===== src/rtl/dsk_seq_pkg.sv =====
package dsk_seq_pkg;

    typedef enum logic [2:0] {
        SEL_COUNT  = 3'd0,
        SEL_SECTOR = 3'd1,
        SEL_CYL_LO = 3'd2,
        SEL_CYL_HI = 3'd3,
        SEL_HEAD   = 3'd4
    } tf_sel_e;

endpackage


===== src/rtl/dsk_geom_store.sv =====
module dsk_geom_store #(
    parameter int TF_W    = 8,
    parameter int HEAD_W  = 4,
    parameter int DEF_SPT = 17,
    parameter int DEF_HM1 = 3
) (
    input  logic              clk,
    input  logic              rst_n,
    input  logic              load,
    input  logic [TF_W-1:0]   spt_in,
    input  logic [HEAD_W-1:0] hm1_in,
    output logic [TF_W-1:0]   spt,
    output logic [HEAD_W-1:0] hm1
);

    typedef struct packed {
        logic [TF_W-1:0]   spt;
        logic [HEAD_W-1:0] hm1;
    } geom_t;

    geom_t geom_d, geom_q;

    always_comb begin
        geom_d = geom_q;
        if (load) begin
            geom_d.spt = spt_in;
            geom_d.hm1 = hm1_in;
        end
    end

    always_ff @(posedge clk) begin
        if (!rst_n) begin
            geom_q.spt <= TF_W'(DEF_SPT);
            geom_q.hm1 <= HEAD_W'(DEF_HM1);
        end else begin
            geom_q <= geom_d;
        end
    end

    assign spt = geom_q.spt;
    assign hm1 = geom_q.hm1;

endmodule


===== src/rtl/dsk_chs_step.sv =====
module dsk_chs_step #(
    parameter int TF_W   = 8,
    parameter int HEAD_W = 4,
    parameter int CYL_W  = 16
) (
    input  logic [TF_W-1:0]   sec,
    input  logic [HEAD_W-1:0] head,
    input  logic [CYL_W-1:0]  cyl,
    input  logic [TF_W-1:0]   spt,
    input  logic [HEAD_W-1:0] hm1,
    output logic [TF_W-1:0]   sec_nx,
    output logic [HEAD_W-1:0] head_nx,
    output logic [CYL_W-1:0]  cyl_nx,
    output logic              hwrap,
    output logic              cwrap
);

    logic track_end;
    logic head_end;

    assign track_end = (sec >= spt);
    assign head_end  = (head >= hm1);

    always_comb begin
        sec_nx  = sec + TF_W'(1);
        head_nx = head;
        cyl_nx  = cyl;
        hwrap   = 1'b0;
        cwrap   = 1'b0;
        if (track_end) begin
            sec_nx = TF_W'(1);
            hwrap  = 1'b1;
            if (head_end) begin
                head_nx = '0;
                cyl_nx  = cyl + CYL_W'(1);
                cwrap   = 1'b1;
            end else begin
                head_nx = head + HEAD_W'(1);
            end
        end
    end

endmodule


===== src/rtl/dsk_sector_seq.sv =====
module dsk_sector_seq #(
    parameter int TF_W    = 8,
    parameter int HEAD_W  = 4,
    parameter int DEF_SPT = 17,
    parameter int DEF_HM1 = 3
) (
    input  logic              clk,
    input  logic              rst_n,
    input  logic              wr_en,
    input  logic [2:0]        wr_sel,
    input  logic [TF_W-1:0]   wr_data,
    input  logic              init_geom,
    input  logic              cmd_start,
    input  logic              sec_done,
    input  logic              xfer_err,
    output logic [TF_W-1:0]   cur_count,
    output logic [TF_W-1:0]   cur_sector,
    output logic [HEAD_W-1:0] cur_head,
    output logic [2*TF_W-1:0] cur_cyl,
    output logic              busy,
    output logic              xfer_done,
    output logic              err_flag,
    output logic              overrun,
    output logic              head_wrap,
    output logic              cyl_wrap
);
    import dsk_seq_pkg::*;

    localparam int CYL_W = 2 * TF_W;
    localparam int REM_W = TF_W + 1;
    localparam logic [REM_W-1:0] FULL_RUN = REM_W'(1) << TF_W;

    typedef struct packed {
        logic [REM_W-1:0]  rem;
        logic [TF_W-1:0]   sec;
        logic [HEAD_W-1:0] head;
        logic [CYL_W-1:0]  cyl;
        logic              busy;
        logic              done;
        logic              err;
        logic              ovr;
        logic              hwrap;
        logic              cwrap;
    } seq_t;

    seq_t st_d, st_q;

    logic [TF_W-1:0]   spt;
    logic [HEAD_W-1:0] hm1;
    logic              geom_load;
    logic [TF_W-1:0]   sec_nx;
    logic [HEAD_W-1:0] head_nx;
    logic [CYL_W-1:0]  cyl_nx;
    logic              step_hwrap;
    logic              step_cwrap;

    assign geom_load = init_geom && !st_q.busy;

    dsk_geom_store #(
        .TF_W    (TF_W),
        .HEAD_W  (HEAD_W),
        .DEF_SPT (DEF_SPT),
        .DEF_HM1 (DEF_HM1)
    ) u_geom (
        .clk    (clk),
        .rst_n  (rst_n),
        .load   (geom_load),
        .spt_in (st_q.rem[TF_W-1:0]),
        .hm1_in (st_q.head),
        .spt    (spt),
        .hm1    (hm1)
    );

    dsk_chs_step #(
        .TF_W   (TF_W),
        .HEAD_W (HEAD_W),
        .CYL_W  (CYL_W)
    ) u_step (
        .sec     (st_q.sec),
        .head    (st_q.head),
        .cyl     (st_q.cyl),
        .spt     (spt),
        .hm1     (hm1),
        .sec_nx  (sec_nx),
        .head_nx (head_nx),
        .cyl_nx  (cyl_nx),
        .hwrap   (step_hwrap),
        .cwrap   (step_cwrap)
    );

    always_comb begin
        st_d       = st_q;
        st_d.hwrap = 1'b0;
        st_d.cwrap = 1'b0;
        if (!st_q.busy) begin
            if (wr_en) begin
                case (tf_sel_e'(wr_sel))
                    SEL_COUNT:  st_d.rem  = {1'b0, wr_data};
                    SEL_SECTOR: st_d.sec  = wr_data;
                    SEL_CYL_LO: st_d.cyl[TF_W-1:0] = wr_data;
                    SEL_CYL_HI: st_d.cyl[CYL_W-1:TF_W] = wr_data;
                    SEL_HEAD:   st_d.head = wr_data[HEAD_W-1:0];
                    default:    ;
                endcase
            end
            if (sec_done) begin
                st_d.ovr = 1'b1;
            end
            if (cmd_start) begin
                st_d.done = 1'b0;
                st_d.ovr  = 1'b0;
                if (st_q.sec == '0) begin
                    st_d.err = 1'b1;
                end else begin
                    st_d.err  = 1'b0;
                    st_d.busy = 1'b1;
                    if (st_q.rem == '0) begin
                        st_d.rem = FULL_RUN;
                    end
                end
            end
        end else begin
            if (xfer_err) begin
                st_d.busy = 1'b0;
                st_d.err  = 1'b1;
            end else if (sec_done) begin
                st_d.sec   = sec_nx;
                st_d.head  = head_nx;
                st_d.cyl   = cyl_nx;
                st_d.hwrap = step_hwrap;
                st_d.cwrap = step_cwrap;
                st_d.rem   = st_q.rem - REM_W'(1);
                if (st_q.rem == REM_W'(1)) begin
                    st_d.busy = 1'b0;
                    st_d.done = 1'b1;
                end
            end
        end
    end

    always_ff @(posedge clk) begin
        if (!rst_n) begin
            st_q     <= '0;
            st_q.sec <= TF_W'(1);
        end else begin
            st_q <= st_d;
        end
    end

    assign cur_count  = st_q.rem[TF_W-1:0];
    assign cur_sector = st_q.sec;
    assign cur_head   = st_q.head;
    assign cur_cyl    = st_q.cyl;
    assign busy       = st_q.busy;
    assign xfer_done  = st_q.done;
    assign err_flag   = st_q.err;
    assign overrun    = st_q.ovr;
    assign head_wrap  = st_q.hwrap;
    assign cyl_wrap   = st_q.cwrap;

    AST_COUNT_STEP: assert property (@(posedge clk) disable iff (!rst_n)
        (busy && sec_done && !xfer_err) |=> (st_q.rem == $past(st_q.rem) - REM_W'(1))) else $error("count step");
    AST_DONE_EMPTY: assert property (@(posedge clk) disable iff (!rst_n)
        $rose(xfer_done) |-> (st_q.rem == '0 && !busy)) else $error("done with count left");
    AST_ERR_FREEZE: assert property (@(posedge clk) disable iff (!rst_n)
        (busy && xfer_err) |=> ($stable(cur_count) && $stable(cur_sector) && $stable(cur_cyl) && err_flag && !busy)) else $error("error freeze");
    AST_SECTOR_LEGAL: assert property (@(posedge clk) disable iff (!rst_n)
        busy |-> (cur_sector != '0)) else $error("zero sector while busy");
    AST_BAD_START: assert property (@(posedge clk) disable iff (!rst_n)
        (!busy && cmd_start && !wr_en && cur_sector == '0) |=> (err_flag && !busy && $stable(cur_count))) else $error("bad start");
    AST_OVERRUN_SET: assert property (@(posedge clk) disable iff (!rst_n)
        (!busy && sec_done && !cmd_start) |=> (overrun && $stable(cur_sector))) else $error("overrun");
    AST_WRAP_SECTOR: assert property (@(posedge clk) disable iff (!rst_n)
        head_wrap |-> (cur_sector == TF_W'(1))) else $error("wrap sector");
    AST_CYL_WRAP: assert property (@(posedge clk) disable iff (!rst_n)
        cyl_wrap |-> (head_wrap && cur_head == '0)) else $error("cylinder wrap");

endmodule


===== config.mk =====
export PLATFORM = sky130hd
export DESIGN_NAME = dsk_sector_seq
export DESIGN_NICKNAME = d
export VERILOG_FILES = /design/src/rtl/dsk_seq_pkg.sv /design/src/rtl/dsk_geom_store.sv /design/src/rtl/dsk_chs_step.sv /design/src/rtl/dsk_sector_seq.sv
export SDC_FILE = /design/constraint.sdc
export NUM_CORES = 1
export LEC_CHECK = 0
export BUFFER_PORTS_ARGS = -buffer_cell sky130_fd_sc_hd__buf_2
export CORE_UTILIZATION = 39
export DETAILED_ROUTE_END_ITERATION = 8
export HOLD_SLACK_MARGIN = 0.08
export PLACE_DENSITY = 0.64
export SYNTH_ARGS = -nofsm -noshare
export SYNTH_HDL_FRONTEND = slang
export SYNTH_SLANG_ARGS = --single-unit

===== constraint.sdc =====
create_clock -name clk -period 4.67 [get_ports clk]
set_input_delay 0.467 -clock clk [delete_from_list [all_inputs] [get_ports clk]]
set_output_delay 0.467 -clock clk [all_outputs]
set_load 0.05 [all_outputs]

# == Word level (Yosys, flattened, before mapping) ==
# Cells that the tools add are included.
# totals
wordCells,83
ff_bits,55
output_inout_bits,42
# classes
n_eq_ne,11
n_mux,27
order_cmp,2
bitwise_logic,4
addsub,4
reduce_logical,22
# ops
cell,n
37-bit 2-to-1 mux,2
40-bit 2-to-1 mux,1
39-bit 2-to-1 mux,1
9-bit 2-to-1 mux,4
16-bit 2-to-1 mux,2
8-bit 2-to-1 mux,4
"16-bit by 1-bit adder with 16-bit output, second input constant",1
4-bit 2-to-1 mux,4
2-bit nonzero test,7
6-bit AND reduction,2
"9-bit by 1-bit equality test with 1-bit output, second input constant",1
9-bit zero test,1
"9-bit by 1-bit subtractor with 9-bit output, second input constant",1
"8-bit by 1-bit adder with 8-bit output, second input constant",1
8-bit >= comparator,1
8-bit zero test,1
1-bit 2-to-1 mux,8
4-bit AND reduction,2
"3-bit by 2-bit equality test with 1-bit output, second input constant",2
"2-bit by 1-bit != test with 1-bit output, second input constant",3
"2-bit != test, second input constant",3
2-bit AND reduction,3
5-bit AND reduction,1
5-bit OR reduction,1
10 further kinds,13

# == Logic depth before layout (Yosys ltp) ==
# Gate-level depths: netlist of the first run.
# depth
ltp_word,7
ltp_mapped,10
depth_no_buf,8

# == Cells and area by module ==
# From an unflattened synthesis of the first run, not the netlist that was laid out.
# unflattened
hier_cells,464
area_unflattened_um2,3888.7
# by_module_without_submodules
module,cells_each,area_per_inst_um2,instances
dsk_sector_seq,291,2423.6,1
dsk_chs_step,135,1024.7,1
dsk_geom_store,38,440.4,1

# == Least setup slack after synthesis of the first run ==
# No wires, ideal clock.
# synth_path
path_type,flip-flop to flip-flop
start,register cur_sector[0] (netlist name)
end,register st_q (netlist bit cur_cyl[14])
stages_incl_launch_ff,11
arrival_time_ns,2.446
synth_period_minus_slack_ns,2.563
path_slack_ns,2.107
path_cell_list,dfxtp_1 > inv_1 > ha_1 > nand2b_4 > a2111oi_4 > nor3_2 > or4_4 > buf_6 > and2_4 > buf_6 > a31o_2
# synth_between
elab_chain_cells,3
# synth_rtl
item,line_no,rtl
8-bit >= comparator,dsk_chs_step.sv:21,assign track_end = (sec >= spt);
2-bit by 1-bit != test with 1-bit output (no line),--,
6-bit AND reduction (no line),--,
"end signal, assigned",dsk_sector_seq.sv:146,st_q <= st_d;
"end, declared",dsk_sector_seq.sv:46,"seq_t st_d, st_q;"
# Every way passes these cells.
# A chain may end at the register's enable or synchronous reset.

# == Worst setup path in the final report of the first run ==
# layout_path
start,register st_q (netlist bit busy)
end,register cur_sector[0] (netlist name)
# layout_between
elab_chain_cells,2
# layout_rtl
item
2-bit != test (no line) / 2-bit nonzero test (equally long branches)
4-bit AND reduction (no line)
# Several ways; a longest one is shown, not always the timed one.

==> flow_summary.rst, run 1 <==
.. list-table::
   :header-rows: 1

   * - Metric
     - Value
   * - Result of the run
     - completed
   * - Dominant synthesized flop cell
     - dfxtp_1
   * - Average wire per standard cell
     - 17.0 um
   * - Number of antenna violations at the first check in global routing
     - 0
   * - Final Slew Violations
     - 0
   * - Master cell of the clock root buffer
     - clkbuf_8
   * - Area of placed instances
     - 3730 um2
   * - Clock insertion delay at the later pin of the skew report
     - 320 ps
   * - Cts hold-fix bufs
     - 0
   * - Critical path buffer and inverter count
     - 0
   * - Clock tree from TritonCTS
     - yes
   * - Number of fill cells in the layout
     - 918
   * - RePlAce Congestion
     - 0.877
   * - Pin count of the biggest net entering global routing
     - 38
   * - Sinks on Clock Net
     - 55
   * - Core Box Area
     - 8890 um2
   * - Quantity of I/O buffers inserted on ports
     - 59
   * - Most frequent cell after synthesis
     - nand2_1
   * - Hold Crit Class
     - in -> reg
   * - Grt total ovfl
     - 0
   * - Warning count from the yosys run
     - 0
   * - Net Count, Synth
     - 505
   * - Max-cap violations
     - 0
   * - Post-Place Setup Slack
     - 1910 ps
   * - Logic depth of the worst setup path including buffers
     - 6
   * - Final setup violation count
     - 0
   * - Residual DRC count
     - 0
   * - Total standard cell area after synthesis
     - 3660 um2
   * - Distinct cell type count after synthesis
     - 67
   * - Initial detailed-routing violation count
     - 300
   * - First drt pass iteration count
     - 5
   * - Worst Setup End Kind
     - flop
   * - Wire length of the first global-routing pass
     - 16,700 um
   * - Via total after detailed routing
     - 3,486
   * - Internal power
     - 0.740 mW
   * - Element type at the critical path start
     - flop
   * - Length in cells of the worst reg-to-reg path
     - 6
   * - Worst min-delay path startpoint
     - wr_data[0]
   * - Register cell area after layout
     - 1100 um2
   * - Seq/Total Area, Yosys
     - 0.301
   * - Post-route ant nets
     - 0
   * - Overall routing resource usage
     - 0.212
   * - Number of gates given a new drive strength after cts
     - 0
   * - Top-area cell type share of the netlist area
     - 0.301
   * - Count of standard-cell rows
     - 34
   * - CP cell instances
     - nand2_1 -> nor2_1 -> nor2_1 -> nor2_1 -> nand3_1 -> o32a_1
   * - Mean instance size in the synthesized netlist
     - 7.80 um2
   * - Clock share of power
     - 0.297
   * - Setup TNS
     - 0 ps
   * - Transition time at the pin with the least slew margin
     - 829 ps
   * - Footprint of the multi-input gates
     - 2110 um2
   * - Cell Pwr Density
     - 294 nW/um2
   * - CTS clock-pin slew for the worst setup and hold paths
     - 110 ps
   * - Width of the chip
     - 98.9 um
   * - Fmax
     - 348 MHz
   * - WL met2
     - 4430 um
   * - Number of global-route vias before repair
     - 3,312
   * - Share of flip-flops with an asynchronous set or reset
     - 0
   * - Worst setup skew after layout
     - 12.8 ps
   * - Placed wire-length estimate
     - 7390 um
   * - Worst setup margin
     - 1790 ps
   * - Psw
     - 0.393 mW
   * - Vias per cell
     - 5.93
   * - Max layer used
     - met4
   * - H-tree depth reported by CTS
     - 2
   * - Total I/O pin count
     - 60
   * - Effective utilization at floorplan
     - 0.411
   * - Hold Path Depth
     - 3
   * - Setup CP Type
     - reg -> reg
   * - Total length of routed met3 wires
     - 803 um
   * - Logic pwr share
     - 0.246
   * - Largest stage delay on the critical path
     - 790 ps
   * - ANT cells
     - 0
   * - Layout cells sized above 1
     - 0.181
   * - Count of state elements after synthesis
     - 55
   * - Number of enable flip-flop cells after synthesis
     - 0
   * - Top cells by count, synth
     - nand2_1 (67), dfxtp_1 (55), buf_4 (36)
   * - Yosys top cell by area
     - dfxtp_1
   * - First element of the critical path
     - busy$_SDFF_PN0_
   * - Net switching fraction of the power
     - 0.347
   * - Family with the most delay on the worst path
     - simple AND/OR/NAND/NOR gates
   * - Static leakage power
     - 1.54 nW
   * - Detailed Route WL
     - 10000 um
   * - RSZ-0062 raised after global routing
     - false
   * - Number of buffers between clock root and the deepest sink
     - 2
   * - Area added between synthesis and finish
     - 5.16%
   * - Time the worst path needs with I/O delays and setup
     - 2880 ps
   * - CTS buffer count
     - 5
   * - Highest net fanout along the worst path
     - 22
   * - Rel. slew slack
     - 0.447
   * - Sequential share of power
     - 0.457
   * - Final std cell area, no fill
     - 3850 um2
   * - Arrival time worst endpoint
     - 3080 ps
   * - Die area
     - 9770 um2
   * - Worst Path Required
     - 4880 ps
   * - Worst r2r src
     - busy$_SDFF_PN0_
   * - Worst supply voltage drop on vdd
     - 0.118 mV
   * - Buffer count from post-CTS setup fixing
     - 0
   * - Cell count after synthesis
     - 469
   * - Met1 Routed Length
     - 4540 um
   * - Fin nets
     - 515
   * - Most numerous cell on the critical path
     - nor2_1
   * - Cell with the largest stage delay on the worst path
     - dfxtp_1
   * - Fin. Hold Viols
     - 0
   * - Y dimension of the die
     - 98.9 um
   * - Final period util
     - 0.616
   * - Top cells by area, synth
     - dfxtp_1 (30%), buf_4 (7.4%), nand2_1 (6.9%)
==> layer usage <==
layer	global-route usage	vias to the layer above
met4	0.0850	0
li1	-	1692
met2	0.327	142
met1	0.287	1632
met5	0	-
met3	0.0447	20
==> final timing paths <==
kind / endpoint / slack [ps]
worst max-delay path: cur_sector[0]$_SDFFE_PN1P_ / 1790
worst min-delay path: cur_count[0]$_SDFFE_PN0P_ / 420
worst max register to register: cur_sector[0]$_SDFFE_PN1P_ / 1790
worst min register to register: u_geom.hm1[3]$_SDFFE_PN0P_ / 460
==> through the flow <==
stage	hold slack (ps)	cells	power (mW)	util
detailed placement	448	580	0.802	0.420
CTS	402	588	1.14	0.433
global route	425	588	1.18	0.433
floorplan	436	469	0.748	-
global placement	443	580	0.799	0.420
finish	420	588	1.13	0.433
==> worst reg2reg max path, stage by stage (launching register included) <==
cell	delay (ps)
dfxtp_1	790
nand2_1	490
nor2_1	490
nor2_1	150
nor2_1	520
nand3_1	150
o32a_1	180
==> logic make-up after synthesis <==
family | after synthesis | synth area share
buf+inv | 79 | 0.122
compound gates | 137 | 0.262
flops | 55 | 0.301
fa+ha+maj | 18 | 0.0616
simple gates | 172 | 0.233
mux | 2 | 0.00547
xor+xnor | 6 | 0.0144
==> power by group through the flow <==
| stage | clock, mW | combinational, mW | sequential [mW] |
|---|---|---|---|
| after floorplan | 0 | 0.224 | 0.524 |
| after CTS | 0.344 | 0.276 | 0.517 |
| after global routing | 0.356 | 0.305 | 0.522 |
| after detailed placement | 0 | 0.274 | 0.528 |
| final | 0.337 | 0.278 | 0.518 |
| after global placement | 0 | 0.272 | 0.527 |
==> cell type report <==
cell class,instances,share of cell area
clock buffers,5,0.0179
inverters,22,0.0215
repair buffers,60,0.0787
clock inverters,3,0.0124
flip-flops and latches,55,0.286
multi-input cells,335,0.548
well taps,108,0.0351
==> placed cells by master (no fill, tap or decap), types with 3 or more instances in the layout <==
| cell | n |
|---|---|
| nand2_1 | 67 |
| buf_2 | 59 |
| dfxtp_1 | 55 |
| o21ai_0 | 28 |
| nor2_1 | 27 |
| a21oi_1 | 26 |
| inv_1 | 21 |
| nand3_1 | 20 |
| ha_1 | 18 |
| o31ai_1 | 10 |
| nand2b_1 | 9 |
| a31oi_1 | 9 |
| o211ai_1 | 8 |
| nor3_1 | 7 |
| and3_1 | 7 |
| a31o_2 | 7 |
| nand4_1 | 6 |
| nor2b_1 | 6 |
| o22ai_1 | 5 |
| a22o_1 | 5 |
| clkbuf_8 | 5 |
| o21a_1 | 4 |
| a32oi_1 | 4 |
| a211oi_1 | 4 |
| and2_1 | 3 |
| xnor2_1 | 3 |
| xor2_1 | 3 |
| o32ai_1 | 3 |
==> flip-flops by register name, summed over array words and instances, names as in the netlist <==
name        cells
u_geom.spt      8
st_q            1
cur_sector      8
busy            1
cur_head        4
overrun         1
cur_cyl        16
cur_count       8
u_geom.hm1      4
head_wrap       1
cyl_wrap        1
xfer_done       1
err_flag        1
No activity file was read; power rests on OpenSTA's default activity.
==> run 2, diff against run 1 <==
- PLACE_DENSITY: 0.64 -> 0.66
- clock period: 4.67 -> 2.4 ns (I/O delays scaled with it)
==> flow_summary.rst, run 2 (same netlist as run 1, synthesis figures left out) <==
.. list-table::
   :header-rows: 1

   * - Metric
     - Value
   * - Placed wire-length estimate
     - 7830 um
   * - Sinks on Clock Net
     - 55
   * - Critical path buffer and inverter count
     - 1
   * - Number of global-route vias before repair
     - 3,398
   * - Average wire per standard cell
     - 17.2 um
   * - Quantity of I/O buffers inserted on ports
     - 59
   * - Fin nets
     - 548
   * - Initial detailed-routing violation count
     - 280
   * - Register-to-register setup slack
     - 50 ps
   * - Final period util
     - 0.977
   * - Most common library cell in the layout ignoring fill and taps
     - nand2_1
   * - Static leakage power
     - 1.71 nW
   * - Cell with the largest stage delay on the worst path
     - or4_4
   * - Result of the run
     - completed
   * - CTS buffer count
     - 5
   * - Largest stage delay on the critical path
     - 540 ps
   * - Die area
     - 9770 um2
   * - Y dimension of the die
     - 98.9 um
   * - Grt total ovfl
     - 0
   * - Cell Pwr Density
     - 531 nW/um2
   * - Number of antenna violations at the first check in global routing
     - 0
   * - Clock insertion delay at the later pin of the skew report
     - 310 ps
   * - Layout cells sized above 1
     - 0.244
   * - Hold Path Depth
     - 3
   * - ANT cells
     - 0
   * - Count of standard-cell rows
     - 34
   * - Transition time at the pin with the least slew margin
     - 696 ps
   * - Wire length of the first global-routing pass
     - 16,900 um
   * - Worst min-delay path startpoint
     - wr_data[0]
   * - H-tree depth reported by CTS
     - 2
   * - Worst hold margin
     - 192 ps
   * - Element type at the critical path start
     - flop
   * - Overall routing resource usage
     - 0.217
   * - Final setup violation count
     - 0
   * - Detailed Route WL
     - 10,700 um
   * - Time the worst path needs with I/O delays and setup
     - 2350 ps
   * - Worst supply voltage drop on vdd
     - 0.262 mV
   * - Via total after detailed routing
     - 3,651
   * - Clock tree from TritonCTS
     - yes
   * - Highest net fanout along the worst path
     - 7
   * - CTS clock-pin slew for the worst setup and hold paths
     - 100 ps
   * - PnR Total Power
     - 2.18 mW
   * - Number of flip-flops under the largest register name
     - 16
   * - Pin count of the biggest net entering global routing
     - 28
   * - Commonest non-fill, non-tap cells in the layout
     - nand2_1 (67), buf_2 (59), dfxtp_1 (54)
   * - Residual DRC count
     - 0
   * - Fin. Hold Viols
     - 0
   * - First drt pass iteration count
     - 5
   * - Sink of the worst hold path
     - cur_count[0]$_SDFFE_PN0P_
   * - Worst setup skew after layout
     - 6.13 ps
   * - Width of the chip
     - 98.9 um
   * - Effective utilization at floorplan
     - 0.411
   * - Master cell of the clock root buffer
     - clkbuf_8
   * - Area added between synthesis and finish
     - 12.1%
   * - FF-to-FF End
     - cur_cyl[11]$_SDFFE_PN0P_
   * - Final Slew Violations
     - 0
   * - Rel. slew slack
     - 0.530
   * - Setup CP Type
     - reg -> reg
   * - Worst r2r src
     - cur_sector[0]$_SDFFE_PN1P_
   * - Length in cells of the worst reg-to-reg path
     - 8
   * - Total I/O pin count
     - 60
   * - Post-route ant nets
     - 0
   * - Max-cap violations
     - 0
   * - RePlAce Congestion
     - 0.936
   * - Cts hold-fix bufs
     - 0
   * - Fmax
     - 426 MHz
   * - Arrival time worst endpoint
     - 2560 ps
   * - Vias per cell
     - 5.88
   * - Family with the most delay on the worst path
     - simple AND/OR/NAND/NOR gates
   * - Number of buffers between clock root and the deepest sink
     - 2
   * - Worst Path Required
     - 2620 ps
   * - CP cell instances
     - inv_2 -> ha_1 -> nand2b_4 -> a2111oi_4 -> nor3_2 -> or4_4 -> and2_4 -> a31o_2
   * - Hold Crit Class
     - in -> reg
   * - Core Box Area
     - 8890 um2
   * - Worst Setup End Kind
     - flop
   * - RSZ-0062 raised after global routing
     - true
==> run 2: cell type report <==
cell class	instances	area, um2
clock buffers	7	86.3
clock inverters	1	8.76
fillers	878	4790
inverters	22	82.6
multi-input cells	336	2140
flip-flops and latches	55	1100
well taps	108	135
repair buffers	92	543
==> run 2: report_power, final <==
group | internal (mW) | total (mW) | switching, mW
registers | 0.951 | 0.992 | 0.0412
clock network | 0.238 | 0.559 | 0.321
logic | 0.220 | 0.626 | 0.406
total | 1.41 | 2.18 | 0.769
==> run 2: worst max path at each step <==
stage | from | end | slack, ps | depth (start not counted)
6_report | cur_sector[0]$_SDFFE_PN1P_ | cur_cyl[11]$_SDFFE_PN0P_ | 50 | 8
5_1_grt | cur_sector[0]$_SDFFE_PN1P_ | cur_cyl[11]$_SDFFE_PN0P_ | -3 | 8
4_1_cts | cur_head[0]$_SDFFE_PN0P_ | cur_cyl[7]$_SDFFE_PN0P_ | 40 | 8
3_5_place_dp | cur_sector[0]$_SDFFE_PN1P_ | cur_cyl[8]$_SDFFE_PN0P_ | 60 | 8
3_3_place_gp | cur_sector[0]$_SDFFE_PN1P_ | cur_cyl[9]$_SDFFE_PN0P_ | 110 | 8
2_1_floorplan | cur_sector[0]$_SDFFE_PN1P_ | cur_cyl[14]$_SDFFE_PN0P_ | 6 | 10
==> run 2: per-stage QoR <==
| stage | utilization | instance area [um2] | setup slack (ps) | instances | TNS, ps |
|---|---|---|---|---|---|
| final | 0.461 | 4100 | 54.8 | 621 | 0 |
| after CTS | 0.457 | 4060 | 35.2 | 619 | 0 |
| after floorplan | - | 3660 | 6.14 | 469 | 0 |
| after detailed placement | 0.446 | 3970 | 62.4 | 611 | 0 |
| after global placement | 0.446 | 3970 | 111 | 611 | 0 |
| after global routing | 0.461 | 4100 | -2.70 | 621 | -2.91 |
==> run 2: metal layers <==
metal | vias up | part of all wire | wire, um | global-route usage
met5 | - | 0 | 0 | 0
met4 | 0 | 0.021 | 226 | 0.0758
met1 | 1699 | 0.45 | 4850 | 0.303
met2 | 170 | 0.44 | 4740 | 0.339
met3 | 23 | 0.080 | 855 | 0.0312
li1 | 1759 | - | - | -
==> run 2: tightest hold or removal path: stages <==
cell and delay (ps):
buf_2 120, nand3_1 60, a21oi_1 50
==> run 2: timing repair <==
action	4_1_cts	5_1_grt
setup buffers	0	1
gates resized for setup	0	6
setup endpoints to repair	0	23
